--- src/rtl/tlbm_pkg.sv ---
package tlbm_pkg;

  localparam int VPN_W    = 20;
  localparam int VPN_LSB  = 12;
  localparam int PID_W    = 6;
  localparam int PID_LSB  = 6;
  localparam int IDX_LSB  = 8;
  localparam int FAIL_BIT = 31;
  localparam int CMD_W    = 4;

  // attribute flag positions in the data half
  localparam int NOCACHE_BIT  = 11;
  localparam int WRITABLE_BIT = 10;
  localparam int VALID_BIT    = 9;
  localparam int GLOBAL_BIT   = 8;

  localparam logic [31:0] TAG_MASK  = 32'hFFFF_FFC0;
  localparam logic [31:0] DATA_MASK = 32'hFFFF_FF00;
  localparam logic [31:0] FAIL_FLAG = 32'h8000_0000;

  // command bit positions
  localparam int CMD_PROBE = 0;
  localparam int CMD_READ  = 1;
  localparam int CMD_WRIDX = 2;
  localparam int CMD_WRRND = 3;

  typedef enum logic [1:0] {
    SEL_TAG   = 2'd0,
    SEL_DATA  = 2'd1,
    SEL_INDEX = 2'd2,
    SEL_RAND  = 2'd3
  } sel_e;

  typedef struct packed {
    logic probe;
    logic rd;
    logic wri;
    logic wrr;
  } cmd_t;

endpackage

--- src/rtl/tlbm_rst_sync.sv ---
module tlbm_rst_sync (
  input  logic clk,
  input  logic rst_n,
  output logic rst_i
);

  logic s1_q, s2_q;

  always_ff @(posedge clk or negedge rst_n) begin
    if (!rst_n) begin
      s1_q <= 1'b0;
      s2_q <= 1'b0;
    end else begin
      s1_q <= 1'b1;
      s2_q <= s1_q;
    end
  end

  assign rst_i = s2_q;

endmodule

--- src/rtl/tlbm_rand_ctr.sv ---
module tlbm_rand_ctr #(
  parameter int ENTRIES = 64,
  parameter int WIRED   = 8,
  localparam int IDX_W  = $clog2(ENTRIES)
) (
  input  logic             clk,
  input  logic             rst_i,
  output logic [IDX_W-1:0] rand_q
);

  localparam logic [IDX_W-1:0] LAST_V  = IDX_W'(ENTRIES - 1);
  localparam logic [IDX_W-1:0] FLOOR_V = IDX_W'(WIRED);

  logic [IDX_W-1:0] rand_d;
  logic             rand_en;

  always_comb begin
    rand_en = 1'b1;
    if (rand_q == FLOOR_V) begin
      rand_d = LAST_V;
    end else begin
      rand_d = rand_q - IDX_W'(1);
    end
  end

  always_ff @(posedge clk or negedge rst_i) begin
    if (!rst_i) begin
      rand_q <= LAST_V;
    end else if (rand_en) begin
      rand_q <= rand_d;
    end
  end

endmodule

--- src/rtl/tlbm_cmd_dec.sv ---
module tlbm_cmd_dec
  import tlbm_pkg::*;
(
  input  logic [CMD_W-1:0] cmd,
  output cmd_t             act
);

  logic single;

  always_comb begin
    single    = (cmd != '0) && ((cmd & (cmd - CMD_W'(1))) == '0);
    act.probe = single & cmd[CMD_PROBE];
    act.rd    = single & cmd[CMD_READ];
    act.wri   = single & cmd[CMD_WRIDX];
    act.wrr   = single & cmd[CMD_WRRND];
  end

endmodule

--- src/rtl/tlbm_regs.sv ---
module tlbm_regs
  import tlbm_pkg::*;
#(
  parameter int IDX_W = 6
) (
  input  logic             clk,
  input  logic             rst_i,
  input  logic             sw_wr,
  input  sel_e             sw_sel,
  input  logic [31:0]      sw_wdata,
  input  cmd_t             act,
  input  logic             capture,
  input  logic [VPN_W-1:0] cap_vpn,
  input  logic             probe_hit,
  input  logic [IDX_W-1:0] probe_idx,
  input  logic [31:0]      rd_hi,
  input  logic [31:0]      rd_lo,
  output logic [31:0]      tag_q,
  output logic [31:0]      data_q,
  output logic [31:0]      index_q
);

  localparam logic [31:0] IDX_MASK =
    FAIL_FLAG | (((32'h1 << IDX_W) - 32'h1) << IDX_LSB);

  logic [31:0] tag_d, data_d, index_d;
  logic        tag_en, data_en, index_en;

  // tag: read command first, then software write with capture merged on top
  always_comb begin
    tag_d  = tag_q;
    tag_en = 1'b0;
    if (act.rd) begin
      tag_d  = rd_hi & TAG_MASK;
      tag_en = 1'b1;
    end else begin
      if (sw_wr && (sw_sel == SEL_TAG)) begin
        tag_d  = sw_wdata & TAG_MASK;
        tag_en = 1'b1;
      end
      if (capture) begin
        tag_d[VPN_LSB +: VPN_W] = cap_vpn;
        tag_en                  = 1'b1;
      end
    end
  end

  always_comb begin
    data_d  = data_q;
    data_en = 1'b0;
    if (act.rd) begin
      data_d  = rd_lo & DATA_MASK;
      data_en = 1'b1;
    end else if (sw_wr && (sw_sel == SEL_DATA)) begin
      data_d  = sw_wdata & DATA_MASK;
      data_en = 1'b1;
    end
  end

  always_comb begin
    index_d  = index_q;
    index_en = 1'b0;
    if (act.probe) begin
      index_en = 1'b1;
      if (probe_hit) begin
        index_d                    = '0;
        index_d[IDX_LSB +: IDX_W]  = probe_idx;
      end else begin
        index_d = index_q | FAIL_FLAG;
      end
    end else if (sw_wr && (sw_sel == SEL_INDEX)) begin
      index_d  = sw_wdata & IDX_MASK;
      index_en = 1'b1;
    end
  end

  always_ff @(posedge clk or negedge rst_i) begin
    if (!rst_i) begin
      tag_q <= '0;
    end else if (tag_en) begin
      tag_q <= tag_d;
    end
  end

  always_ff @(posedge clk or negedge rst_i) begin
    if (!rst_i) begin
      data_q <= '0;
    end else if (data_en) begin
      data_q <= data_d;
    end
  end

  always_ff @(posedge clk or negedge rst_i) begin
    if (!rst_i) begin
      index_q <= '0;
    end else if (index_en) begin
      index_q <= index_d;
    end
  end

endmodule

--- src/rtl/tlbm_unit.sv ---
module tlbm_unit
  import tlbm_pkg::*;
#(
  parameter int ENTRIES = 64,
  parameter int WIRED   = 8,
  localparam int IDX_W  = $clog2(ENTRIES)
) (
  input  logic              clk,
  input  logic              rst_n,
  input  logic [1:0]        reg_sel,
  input  logic              reg_wr,
  input  logic [31:0]       reg_wdata,
  output logic [31:0]       reg_rdata,
  input  logic [CMD_W-1:0]  cmd,
  input  logic              cap_strobe,
  input  logic [VPN_W-1:0]  cap_vpn,
  output logic [IDX_W-1:0]  tbl_idx,
  output logic              tbl_we,
  output logic [31:0]       tbl_key_hi,
  output logic [31:0]       tbl_wr_lo,
  input  logic [31:0]       tbl_rd_hi,
  input  logic [31:0]       tbl_rd_lo,
  input  logic              probe_hit,
  input  logic [IDX_W-1:0]  probe_idx
);

  logic             rst_i;
  logic [IDX_W-1:0] rand_q;
  cmd_t             act;
  logic [31:0]      tag_q, data_q, index_q;
  sel_e             sel;

  assign sel = sel_e'(reg_sel);

  tlbm_rst_sync u_rst (
    .clk   (clk),
    .rst_n (rst_n),
    .rst_i (rst_i)
  );

  tlbm_rand_ctr #(
    .ENTRIES (ENTRIES),
    .WIRED   (WIRED)
  ) u_rand (
    .clk    (clk),
    .rst_i  (rst_i),
    .rand_q (rand_q)
  );

  tlbm_cmd_dec u_dec (
    .cmd (cmd),
    .act (act)
  );

  tlbm_regs #(
    .IDX_W (IDX_W)
  ) u_regs (
    .clk       (clk),
    .rst_i     (rst_i),
    .sw_wr     (reg_wr),
    .sw_sel    (sel),
    .sw_wdata  (reg_wdata),
    .act       (act),
    .capture   (cap_strobe),
    .cap_vpn   (cap_vpn),
    .probe_hit (probe_hit),
    .probe_idx (probe_idx),
    .rd_hi     (tbl_rd_hi),
    .rd_lo     (tbl_rd_lo),
    .tag_q     (tag_q),
    .data_q    (data_q),
    .index_q   (index_q)
  );

  // table port
  always_comb begin
    tbl_we     = act.wri | act.wrr;
    tbl_key_hi = tag_q;
    tbl_wr_lo  = data_q;
    if (act.wrr) begin
      tbl_idx = rand_q;
    end else begin
      tbl_idx = index_q[IDX_LSB +: IDX_W];
    end
  end

  // software read mux
  always_comb begin
    reg_rdata = '0;
    unique case (sel)
      SEL_TAG:   reg_rdata = tag_q;
      SEL_DATA:  reg_rdata = data_q;
      SEL_INDEX: reg_rdata = index_q;
      SEL_RAND:  reg_rdata[IDX_LSB +: IDX_W] = rand_q;
      default:   reg_rdata = '0;
    endcase
  end

endmodule

--- config.mk ---
export PLATFORM = sky130hd
export DESIGN_NAME = tlbm_unit
export DESIGN_NICKNAME = d
export VERILOG_FILES = /design/src/rtl/tlbm_pkg.sv /design/src/rtl/tlbm_rst_sync.sv /design/src/rtl/tlbm_rand_ctr.sv /design/src/rtl/tlbm_cmd_dec.sv /design/src/rtl/tlbm_regs.sv /design/src/rtl/tlbm_unit.sv
export SDC_FILE = /design/constraint.sdc
export NUM_CORES = 1
export LEC_CHECK = 0
export BUFFER_PORTS_ARGS = -buffer_cell sky130_fd_sc_hd__buf_2
export CAP_MARGIN = 0
export CORE_ASPECT_RATIO = 0.6
export CORE_MARGIN = 4
export CORE_UTILIZATION = 40
export DETAILED_ROUTE_END_ITERATION = 12
export PLACE_DENSITY = 0.78
export REMOVE_ABC_BUFFERS = 1
export SYNTH_ARGS = -nofsm -noshare
export SYNTH_HDL_FRONTEND = slang
export SYNTH_SLANG_ARGS = --single-unit
--- constraint.sdc ---
create_clock -name clk -period 1.9 [get_ports clk]
set_clock_uncertainty 0.05 [all_clocks]
set_input_delay 0.095 -clock clk [delete_from_list [all_inputs] [get_ports clk]]
set_output_delay 0.095 -clock clk [all_outputs]
set_load 0.005 [all_outputs]
==> flow_metrics.tcl <==
set metrics [dict create \
    final_cell_mix "buf_2 (195), dfrtp_1 (58), dlygate4sd3_1 (57)" \
    die_h_um 84.6 \
    rsz0062_at_grt "no" \
    finalWorstSetupSlack_ns 0.399 \
    startpoint_type "flip-flop" \
    hpwlAfterDp_mm 9.46 \
    post-route-min-period_ns 1.50 \
    path_cells "mux4_2 > buf_2" \
    layout.nets 782 \
    clk_latency_ns 0.32 \
    holdCritPathClass "in2reg" \
    critPathKind "reg2out" \
    max_stage_delay_ns 0.48 \
    antenna_found_initial 0 \
    coreArea_mm2 0.00936 \
    cts.htree.levels 3 \
    place_congestion 0.825 \
    rows 27 \
    final.setup.tns_ns 0 \
    grt.total_usage_pct 24.1 \
    hold_violations 0 \
    final_cells 783 \
    start_util_pct 41.9 \
    cts.sinks 65 \
    io_pins 236 \
    ys_seq_area_share_pct 41.7 \
    yosysTopAreaCellShare_pct 37.7 \
    numCtsBuffers 9 \
    dr.pass1.iters 5 \
    place_inst 709 \
    timing.max_cap.violations 0 \
    port_buffers 195 \
    grt_pass1_vias 4256 \
    synth_area_leader_cell "dfrtp_1" \
    stdcell_area_mm2 0.00585 \
    cts_resized 0 \
    route.antenna.remaining_nets 0 \
    utilization_pct 62.5 \
    drv_slew 0 \
    syn_area_per_cell_um2 9.62 \
    powerDensity_mw_per_mm2 783 \
    cp-end-kind "output pin" \
    drc 0 \
    fill_cells 731 \
    post_dp_cell_area_mm2 0.00498 \
    slew_headroom_pct 51.1 \
    crit_arrival_ns 1.36 \
    syn_inst 407 \
    synth-seq-cells 65 \
    gr-total-overflow 0 \
    slowest_stage "mux4_2" \
    status "finished, final reports clean" \
    synth_area_leaders "dfrtp_1 (38%), mux2i_1 (13%), nand2_1 (5.3%)" \
    fin_crit_sh_pct 79.0 \
    layout_commonest_cell "buf_2" \
    grt_pass1_wl_mm 21.8 \
    place_ws_ns 0.216 \
    worstMarginPinSlew_ns 0.733 \
    ys_warn_count 0 \
    power_mw 4.58 \
    worstPathRequired_ns 1.75 \
    drtIter0Drc 189 \
    timing.fmax_mhz 666 \
    drive_above_1_share_pct 37.9 \
    cts_root_buf "clkbuf_16" \
    vias 4112 \
    die_x_um 136 \
    cts_tree "done" \
    syn_to_final_growth_pct 49.4 \
    drt_wl_total_mm 14.0 \
    peakVddDrop_mv 0.423 \
    post_drt_via_cell_ratio 5.25 \
    dieArea_mm2 0.0115 \
    path_max_fanout 7 \
    synth_cell_types 37 \
    power.leakage_nw 2.89 \
    cts_buffer_depth 2 \
    wire_per_inst_um 17.9 \
    clk_pin_slew_worst_paths_ns 0.06 \
    synth_area_mm2 0.00392 \
    setup_viol 0 \
    timing.hold.ws_ns 0.0276 \
    grt_max_degree 64 \
]
## cells in the mapped netlist
cell and number:
nor2b_1 20, nor3b_2 1, xor2_1 1, o31ai_1 1, nor3b_1 3, o41ai_1 20
buf_6 1, dfrtp_1 59, buf_2 9, nor4b_2 1, o21ai_0 31, mux2i_1 49
nor2_2 1, or4_1 1, or3_1 1, conb_1 2, a221o_1 6, inv_1 4
mux2_2 6, clkbuf_1 22, mux2i_4 1, or3b_2 1, mux4_2 6, or4b_4 1
and3b_1 1, a21oi_1 1, nand3_1 1, nor4b_1 2, xnor2_1 3, and3_1 6
nor2_1 17, nor3_1 41, dfstp_2 6, ha_1 2, buf_4 22, nand2_1 55
nand3b_1 2
## worst max-delay path: cells and delay by family, from the launching register on
family | cells | cell delay, ns
muxes | 1 | 0.48
buffers and inverters | 1 | 0.15
DFF | 1 | 0.41
## flip-flops by register name, indices dropped and copies added (netlist names)
signal,count
u_regs.tag_q,26
u_rand.rand_q,6
u_regs.index_q,7
u_rst.s1_q,1
u_rst.rst_i,1
u_regs.data_q,24
## layer usage
| layer | up-vias | wire length, µm | GRT usage (%) | part of all wire, % |
|---|---|---|---|---|
| met5 | - | 0 | 0 | 0 |
| met2 | 245 | 6750 | 40.3 | 48 |
| met3 | 15 | 1410 | 7.96 | 10 |
| met1 | 1957 | 5730 | 30.3 | 41 |
| met4 | 0 | 138 | 5.86 | 0.98 |
| li1 | 1895 | - | - | - |
## cell type report
class / instances / area, µm² / area share (%)
Clock buffer: 13 / 260 / 4.45
Sequential cell: 65 / 1640 / 28.0
Timing Repair Buffer: 264 / 1690 / 28.8
Multi-Input combinational cell: 303 / 2050 / 35.0
Tap cell: 130 / 163 / 2.78
Clock inverter: 3 / 40.0 / 0.684
Inverter: 4 / 15.0 / 0.257
Antenna cell: 1 / 2.50 / 0.0428
## what timing repair did
item / in CTS / in global routing
buffers inserted: 0 / 0
hold buffers: 57 / 0
hold endpoints to repair: 58 / 0
endpoints found under the setup margin: 0 / 0
## worst paths after layout
check / start / end / slack, ns / depth (start not counted)
max: u_rand.rand_q[3] / reg_rdata[11] / 0.40 / 2
min: reg_wdata[7] / u_regs.tag_q[7] / 0.03 / 3
max reg2reg: u_rand.rand_q[0] / u_rand.rand_q[5] / 0.48 / 3
min reg2reg: u_rst.rst_i / u_regs.data_q[23] / 0.23 / 1
max in group asynchronous: u_rst.rst_i / u_rand.rand_q[2] / 1.25 / 1
min in group asynchronous: rst_n / u_rst.s1_q / 0.04 / 2
## kinds of logic after synthesis
group                    count (synthesis)  synth area share, %
AO/OA/AOI/OAI                           59                 10.3
other                                    2                0.192
adder cells (fa/ha/maj)                  2                0.639
buffers and inverters                   58                 8.15
XOR/XNOR                                 4                0.895
AND/OR/NAND/NOR                        155                 19.8
multiplexers                            62                 18.3
flip-flops                              65                 41.7
## power breakdown
part	switching (mW)	total [mW]	internal (mW)	leakage [nW]
sequential	0.180	1.78	1.60	0.763
combinational	0.516	1.14	0.622	1.98
clock	0.579	1.66	1.08	0.150
Power figures use the tool's default switching activity.
